`src/rtl/pcstk_pkg.sv`:
```
package pcstk_pkg;

  localparam int unsigned PC_ADDR_W = 11;
  localparam int unsigned PC_IMM_W  = 8;
  localparam int unsigned PC_PAGE_W = 2;
  localparam int unsigned PC_DEPTH  = 2;

  typedef enum logic [1:0] {
    OP_STEP = 2'b00,
    OP_CALL = 2'b01,
    OP_RET  = 2'b10,
    OP_RSVD = 2'b11
  } pc_op_e;

  typedef enum logic [1:0] {
    SEL_INC  = 2'b00,
    SEL_CALL = 2'b01,
    SEL_RET  = 2'b10
  } pc_sel_e;

endpackage

```
`src/rtl/pcs_decode.sv`:
```
module pcs_decode
  import pcstk_pkg::*;
(
  input  pc_op_e  op_i,
  input  logic    skip_i,
  input  logic    squash_i,
  output logic    push_o,
  output logic    pop_o,
  output logic    flush_o,
  output pc_sel_e sel_o
);

  always_comb begin
    push_o  = 1'b0;
    pop_o   = 1'b0;
    flush_o = 1'b0;
    sel_o   = SEL_INC;
    if (!squash_i) begin
      unique case (op_i)
        OP_CALL: begin
          push_o  = 1'b1;
          flush_o = 1'b1;
          sel_o   = SEL_CALL;
        end
        OP_RET: begin
          pop_o   = 1'b1;
          flush_o = 1'b1;
          sel_o   = SEL_RET;
        end
        default: begin
          flush_o = skip_i;
        end
      endcase
    end
  end

  // a squashed slot never touches the stack
  always_comb begin
    if (squash_i) begin
      a_r8_no_stack_when_squashed: assert (!push_o && !pop_o);
    end
  end

endmodule

```
`src/rtl/pcs_ret_stack.sv`:
```
module pcs_ret_stack #(
  parameter int unsigned W     = 11,
  parameter int unsigned DEPTH = 2
) (
  input  logic         clk,
  input  logic         rst_n,
  input  logic         push_i,
  input  logic         pop_i,
  input  logic [W-1:0] data_i,
  output logic [W-1:0] top_o
);

  localparam int unsigned LAST = DEPTH - 1;

  logic [W-1:0] ent_q [DEPTH];
  logic [W-1:0] ent_d [DEPTH];
  logic         en;

  assign en = push_i | pop_i;

  for (genvar i = 0; i < DEPTH; i++) begin : g_ent
    always_comb begin
      ent_d[i] = ent_q[i];
      if (push_i) begin
        if (i == 0) ent_d[i] = data_i;
        else        ent_d[i] = ent_q[(i == 0) ? 0 : i - 1];
      end else if (pop_i) begin
        if (i == LAST) ent_d[i] = ent_q[i];
        else           ent_d[i] = ent_q[(i == LAST) ? LAST : i + 1];
      end
    end

    always_ff @(posedge clk or negedge rst_n) begin
      if (!rst_n)  ent_q[i] <= '0;
      else if (en) ent_q[i] <= ent_d[i];
    end
  end

  assign top_o = ent_q[0];

  // pushed address appears on top
  a_r5_push_on_top: assert property (@(posedge clk) disable iff (!rst_n)
    push_i |=> (top_o == $past(data_i)));

  // pop keeps the bottom entry in place
  a_r7_pop_keeps_bottom: assert property (@(posedge clk) disable iff (!rst_n)
    (pop_i && !push_i) |=> (ent_q[LAST] == $past(ent_q[LAST])));

  // push shifts the previous top down
  a_r7_push_shifts: assert property (@(posedge clk) disable iff (!rst_n)
    (push_i && !pop_i) |=> (ent_q[LAST] == $past(ent_q[(LAST == 0) ? 0 : LAST - 1])
                            || (LAST == 0)));

endmodule

```
`src/rtl/pcs_target.sv`:
```
module pcs_target
  import pcstk_pkg::*;
#(
  parameter int unsigned ADDR_W = 11,
  parameter int unsigned IMM_W  = 8,
  parameter int unsigned PAGE_W = 2
) (
  input  pc_sel_e           sel_i,
  input  logic [ADDR_W-1:0] pc_i,
  input  logic [IMM_W-1:0]  imm_i,
  input  logic [PAGE_W-1:0] page_i,
  input  logic [ADDR_W-1:0] top_i,
  output logic [ADDR_W-1:0] pc_o
);

  localparam int unsigned GAP_W = ADDR_W - IMM_W - PAGE_W;

  logic [ADDR_W-1:0] pc_inc;
  logic [ADDR_W-1:0] pc_call;

  assign pc_inc  = pc_i + ADDR_W'(1);
  assign pc_call = {page_i, {GAP_W{1'b0}}, imm_i};

  always_comb begin
    unique case (sel_i)
      SEL_CALL: pc_o = pc_call;
      SEL_RET:  pc_o = top_i;
      default:  pc_o = pc_inc;
    endcase
  end

endmodule

```
`src/rtl/pcstk_top.sv`:
```
module pcstk_top
  import pcstk_pkg::*;
#(
  parameter int unsigned ADDR_W = PC_ADDR_W,
  parameter int unsigned IMM_W  = PC_IMM_W,
  parameter int unsigned PAGE_W = PC_PAGE_W,
  parameter int unsigned DEPTH  = PC_DEPTH
) (
  input  logic              clk,
  input  logic              rst_n,
  input  logic [1:0]        op_i,
  input  logic [IMM_W-1:0]  imm_i,
  input  logic [PAGE_W-1:0] page_i,
  input  logic              skip_i,
  output logic [ADDR_W-1:0] fetch_addr_o,
  output logic              squash_o
);

  localparam logic [ADDR_W-1:0] RESET_VEC = '1;

  pc_op_e            op;
  pc_sel_e           sel;
  logic              push, pop, flush;
  logic [ADDR_W-1:0] top;
  logic [ADDR_W-1:0] pc_q, pc_d;
  logic              sq_q, sq_d;
  logic              pc_en;

  assign op = pc_op_e'(op_i);

  pcs_decode u_dec (
    .op_i     (op),
    .skip_i   (skip_i),
    .squash_i (sq_q),
    .push_o   (push),
    .pop_o    (pop),
    .flush_o  (flush),
    .sel_o    (sel)
  );

  pcs_ret_stack #(.W(ADDR_W), .DEPTH(DEPTH)) u_stk (
    .clk    (clk),
    .rst_n  (rst_n),
    .push_i (push),
    .pop_i  (pop),
    .data_i (pc_q),
    .top_o  (top)
  );

  pcs_target #(.ADDR_W(ADDR_W), .IMM_W(IMM_W), .PAGE_W(PAGE_W)) u_tgt (
    .sel_i  (sel),
    .pc_i   (pc_q),
    .imm_i  (imm_i),
    .page_i (page_i),
    .top_i  (top),
    .pc_o   (pc_d)
  );

  always_comb begin
    pc_en = 1'b1;
    sq_d  = flush;
  end

  always_ff @(posedge clk or negedge rst_n) begin
    if (!rst_n) begin
      pc_q <= RESET_VEC;
      sq_q <= 1'b0;
    end else if (pc_en) begin
      pc_q <= pc_d;
      sq_q <= sq_d;
    end
  end

  assign fetch_addr_o = pc_q;
  assign squash_o     = sq_q;

  // plain step advances by one
  a_r2_step: assert property (@(posedge clk) disable iff (!rst_n)
    (!squash_o && (op_i == 2'b00 || op_i == 2'b11) && !skip_i)
      |=> (fetch_addr_o == $past(fetch_addr_o) + ADDR_W'(1)) && !squash_o);

  // skip advances and squashes
  a_r3_skip: assert property (@(posedge clk) disable iff (!rst_n)
    (!squash_o && op_i == 2'b00 && skip_i)
      |=> (fetch_addr_o == $past(fetch_addr_o) + ADDR_W'(1)) && squash_o);

  // call target layout
  a_r4_call_target: assert property (@(posedge clk) disable iff (!rst_n)
    (!squash_o && op_i == 2'b01)
      |=> (fetch_addr_o[IMM_W-1:0] == $past(imm_i))
       && (fetch_addr_o[ADDR_W-1 -: PAGE_W] == $past(page_i))
       && (fetch_addr_o[IMM_W] == 1'b0) && squash_o);

  // return takes top of stack
  a_r6_return: assert property (@(posedge clk) disable iff (!rst_n)
    (!squash_o && op_i == 2'b10) |=> (fetch_addr_o == $past(top)) && squash_o);

  // squashed slot only advances
  a_r8_squash_slot: assert property (@(posedge clk) disable iff (!rst_n)
    squash_o |=> (fetch_addr_o == $past(fetch_addr_o) + ADDR_W'(1)) && !squash_o);

endmodule

```
`config.mk`:
```
export PLATFORM = sky130hd
export DESIGN_NAME = pcstk_top
export DESIGN_NICKNAME = d
export VERILOG_FILES = /design/src/rtl/pcstk_pkg.sv /design/src/rtl/pcs_decode.sv /design/src/rtl/pcs_ret_stack.sv /design/src/rtl/pcs_target.sv /design/src/rtl/pcstk_top.sv
export SDC_FILE = /design/constraint.sdc
export NUM_CORES = 1
export LEC_CHECK = 0
export ABC_AREA = 1
export ABC_CLOCK_PERIOD_IN_PS = 3600
export CORE_AREA = 5 5 69 71
export DETAILED_ROUTE_END_ITERATION = 8
export DIE_AREA = 0 0 74 76
export HOLD_SLACK_MARGIN = 0.15
export PLACE_DENSITY = 0.73
export SLEW_MARGIN = 20
export SYNTH_ARGS = -nofsm -noshare
export SYNTH_HDL_FRONTEND = slang
export SYNTH_SLANG_ARGS = --single-unit
```
`constraint.sdc`:
```
create_clock -name clk -period 3.6 [get_ports clk]
set_input_delay 1.08 -clock clk [delete_from_list [all_inputs] [get_ports clk]]
set_output_delay 1.08 -clock clk [all_outputs]
set_load 0.01 [all_outputs]
```
Word level (Yosys, flattened, before mapping)
Cells that the tools add are included.
Widths: inputs -> output; s select.
{ "totals": {"out_inout_bits": 12, "regBits": 34, "input_bits": 15, "word_cells": 25} }
{ "op_classes": {"add_sub_neg": 1, "n_reduce_logical": 4, "muxes": 11, "bitwise": 1, "eq_ne": 4} }
{ "ops": {"columns": ["operator", "count"], "rows": [
  ["$mux 11", 2],
  ["$pmux 11 s2", 1],
  ["$add 11x1->11 const B", 1],
  ["$mux 1", 6],
  ["$eq 2x1->1 const B", 2],
  ["$eq 2x2->1 const B", 2],
  ["$pmux 2 s2", 1],
  ["$reduce_and 2->1", 2],
  ["$mux 2", 1],
  ["$reduce_bool 2->1", 1],
  ["$reduce_or 2->1", 1],
  ["$or 1x1->1", 1]
]} }

Logic depth before layout (Yosys ltp)
{ "logic_depth": {"depth_word": 5, "depth_mapped": 10} }

Cells and area by module
Synthesis repeated with hierarchy kept, for this count alone.
{ "hier_totals": {"hier_cells": 230, "area_unflattened_um2": 1851.8} }
{ "by_module_without_submodules": {"columns": ["mod", "cells_per_inst", "seq_area_each_um2", "n_inst", "area_each_um2"], "rows": [
  ["pcs_ret_stack", 118, 550.5, 1, 989.7],
  ["pcs_target", 88, 0.0, 1, 473.0],
  ["pcstk_top", 12, 314.1, 1, 314.1],
  ["pcs_decode", 12, 0.0, 1, 75.1]
]} }

Least setup slack after synthesis
OpenSTA, ideal clock, no wires.
{ "synth_timing": {"path_type": "input port to flip-flop", "startpoint": "in op_i[1]", "endpoint": "reg pc_q[7], in the netlist fetch_addr_o[7]", "t_arrival_ns": 2.394, "required_time_ns": 3.521, "path_buffers": 1, "cell_stages": 9, "setup_slack_ns": 1.128, "path_cell_list": "inv_1 -> ha_1 -> nand2_4 -> inv_2 -> buf_2 -> ha_1 -> nor2_1 -> a22oi_1 -> o21ai_0"} }
{ "synth_between": {"elab_chain_len": 5, "word_cells_on_any_way": 7, "cone_classes": "eq/ne (4); mux (3)"} }
{ "synth_rtl": {"columns": ["item", "line_no", "source"], "rows": [
  ["from (decl)", "pcstk_top.sv:11", "input logic [1:0] op_i,"],
  ["$eq 2x2->1 or $eq 2x1->1 (tied branches)", "pcs_decode.sv:19", "unique case (op_i)"],
  ["$pmux 2 s2 *", "pcs_decode.sv:19", null],
  ["$mux 2 *", "pcs_decode.sv:18", "if (!squash_i) begin"],
  ["$eq 2x2->1 or $eq 2x1->1 (tied branches)", "pcs_target.sv:25", "unique case (sel_i)"],
  ["$pmux 11 s2 *", "pcs_target.sv:25", null],
  ["net pc_d[7]", "pcstk_top.sv:25", "logic [ADDR_W-1:0] pc_q, pc_d;"],
  ["to (signal assigned)", "pcstk_top.sv:69", "pc_q <= pc_d;"],
  ["to (decl)", "pcstk_top.sv:25", null]
]} }
Mark *: on every way through the listed nets, which the timed path passes. The rest lies on a longest branch.
A chain may end at the register's enable or synchronous reset.

Worst setup path in the final report
{ "layout_timing": {"startpoint": "in op_i[1]", "endpoint": "reg pc_q[3], in the netlist fetch_addr_o[3]"} }
Same word-level chain as after synthesis.

==> impl_metrics.toml <==
[status]
outcome = "finished clean"

[timing]
hold_viol_final = 0
min_period_ns = 2.96
clock_skew_ns = 0.00504
maxSlewViolCount = 0
timing.slew.headroom_pct = 67.2
worst_pin_slew_ns = 0.491
clock.fmax_mhz = 338
setup_violations = 0
fin_crit_sh_pct = 82.3
rsz0062_at_grt = "false"
fin_setup_tns_ns = 0
fin_hold_ws_ns = 0.492

[final_layout]
diodes = 0
nets = 245
seqCellArea_um2 = 865
utilization_pct = 50.7
layout-drive-gt1-share_pct = 13.7
multi_input_area_um2 = 728
stdcell_count = 278
syn_to_final_growth_pct = 22.0
nFillCells = 396

[die]
row_count = 24
die_width_um = 74
dieHeight_um = 76
start_util_pct = 41.6
io_pins = 27
core_um2 = 4170
dieArea_um2 = 5620

[setup_path]
critPathSlowestCell = "clkdlybuf4s50_1"
end_kind = "flip-flop"
crit_required_ns = 3.79
timing.reg2reg.setup_slack_ns = 1.68
path_buf_inv = 3
cp_data_arrival_time_ns = 3.16
max_stage_delay_ns = 0.48
crit_top_cell = "ha_1"
start_kind = "input pin"
reg2regPathDepth = 7
rr_startpoint = "squash_o"
cp_max_fo = 13
path_class = "in -> reg"
cp_top_family = "adder cells"
startpoint = "op_i[1]"
path_cells = "clkdlybuf4s50_1 -> inv_1 -> ha_1 -> nand2_4 -> inv_2 -> ha_1 -> nor2_1 -> a22oi_1 -> o21ai_0"
r2r-end = "fetch_addr_o[3]"

[synthesis]
muxShareOfSynthArea_pct = 3.24
synthFlopType = "dfrtp_1"
async_reset_ff_share_pct = 100
ys_types = 26
synth_compound_area_share_pct = 12.0
syn_inst = 195
synth-simple-area-share_pct = 21.5
synth_top_family_by_area = "simple AND/OR/NAND/NOR gates"
synth_edf_count = 0
ys_warn_count = 0
synth_nets = 215
synth_most_common_cell = "nand2_1"
synth_top_area_cell = "dfrtp_1"
ys_seq_elements = 34
synth_fa_ha_area_share_pct = 3.60
syn-cell-area_um2 = 1740
yosys.area.top_type_share_pct = 33.1
synth_seq_area_share_pct = 49.8
synthTopCellsByCount = "49 x nand2_1, 26 x inv_1, 23 x dfrtp_1, 18 x nand3_1, 12 x nor2_1"
netlist_top_cells_area = "dfrtp_1 33%, dfstp_2 17%, nand2_1 11%, inv_1 5.6%, nand3_1 5.2%"
synth.avg_cell_area_um2 = 8.91
synth_xor_xnor_area_share_pct = 1.51

[hold_path]
min_from = "squash_o"
hold_path_end = "squash_o"
hp-class = "reg -> reg"
whs_path_depth = 1

[grt]
use_met2_pct = 21.7
overflow = 0
grt_max_degree = 35
antenna_found_initial = 0
top_usage_layer = "met2"
grt_pass1_vias = 1373
grt_usage_pct = 14.8
use_met1_pct = 20.5
grt_first_pass_wirelength_um = 6450
gr-usage-met3_pct = 4.75

[clock_network]
cts_hold_buf = 0
clockRootBuffer = "clkbuf_8"
post-cts-setup-buffers = 0
insertion_delay_ns = 0.28
htree_levels = 2
cts_buffer_depth = 2
cts_buffers = 5
cts.repair.resized = 0
cts_tree = "built"
clk_pin_slew_ns = 0.06
clock-sinks = 34

[route]
drtPass1Iterations = 4
via_count = 1428
drtIter0Drc = 107
drt-wirelength-per-cell_um = 13.7
drt-vias-per-instance = 5.14
drc_errors = 0
wl_um = 3820
antenna_left = 0

[placed_design]
gp_congestion = 0.875
placedCellCount = 270
io_buffers = 26
hpwl_um = 2870

[power_and_ir_drop]
p_leak_nw = 0.937
ir_worst_vdd_uv = 192
p_per_area_nw_per_um2 = 653

[run]
maxCapViolCount = 0
## registers in the layout, summed over array words and instances, names as in the netlist
signal        count
fetch_addr_o     11
u_stk.ent_q      11
u_stk.top_o      11
squash_o          1
## worst max-delay path by stage
| stage | end | slack, ns | cells after the start |
|---|---|---|---|
| 6_report | fetch_addr_o[3] | 0.64 | 9 |
| 3_5_place_dp | fetch_addr_o[3] | 0.36 | 9 |
| 5_1_grt | fetch_addr_o[3] | 0.46 | 9 |
| 3_3_place_gp | fetch_addr_o[3] | 0.41 | 9 |
| 4_1_cts | fetch_addr_o[3] | 0.63 | 9 |
| 2_1_floorplan | fetch_addr_o[7] | 1.13 | 9 |
## per-layer routing
metal	share of wire (%)	vias to the layer above	wire length, um
li1	-	693	-
met4	2.2	0	83
met2	46	42	1750
met3	6.3	7	239
met5	0	-	0
met1	46	686	1740
## kinds of logic after synthesis
logic type / count (synthesis)
DFF: 34
AOI/OAI and AO/OA: 30
xor gates and xnor gates: 3
buffers and inverters: 33
muxes: 5
and+or+nand+nor: 85
adders and majority gates: 5
## placed cells by master (no fill, tap or decap), drive strengths merged, types with 5 or more instances in the layout
cell | netlist | routed
nand2 | 50 | 50
inv | 28 | 28
clkdlybuf4s50 | 0 | 26
dfrtp | 23 | 23
nand3 | 20 | 20
nor2 | 15 | 15
dfstp | 11 | 11
clkbuf | 1 | 8
a22oi | 6 | 6
o21bai | 6 | 6
o21ai | 6 | 6
mux2 | 5 | 5
ha | 5 | 5
## metrics by stage
step | worst slack (ns) | total power, W | cell area [um2]
finish | 0.638 | 0.00138 | 2120
global route | 0.464 | 0.00148 | 2120
CTS | 0.634 | 0.00139 | 2120
detailed placement | 0.363 | 0.00112 | 2040
global placement | 0.411 | 0.00110 | 2040
floorplan | 1.13 | 0.000934 | 1740
## where the power goes
part | leakage (nW) | internal, W | switching, W | total, W
Sequential | 0.411 | 0.000566 | 0.000128 | 0.000694
Combinational | 0.487 | 0.000214 | 0.000210 | 0.000425
Clock | 0.0395 | 0.000137 | 0.000128 | 0.000265
Total | 0.937 | 0.000918 | 0.000466 | 0.00138
## layout make-up
class / instances / area share, %
clock buffer: 8 / 3.78
inverter: 28 / 4.96
multi-input combinational: 128 / 34.4
sequential: 34 / 40.8
tap: 52 / 3.07
timing repair buffer: 28 / 13.0
(Power assumes the default switching activity.)
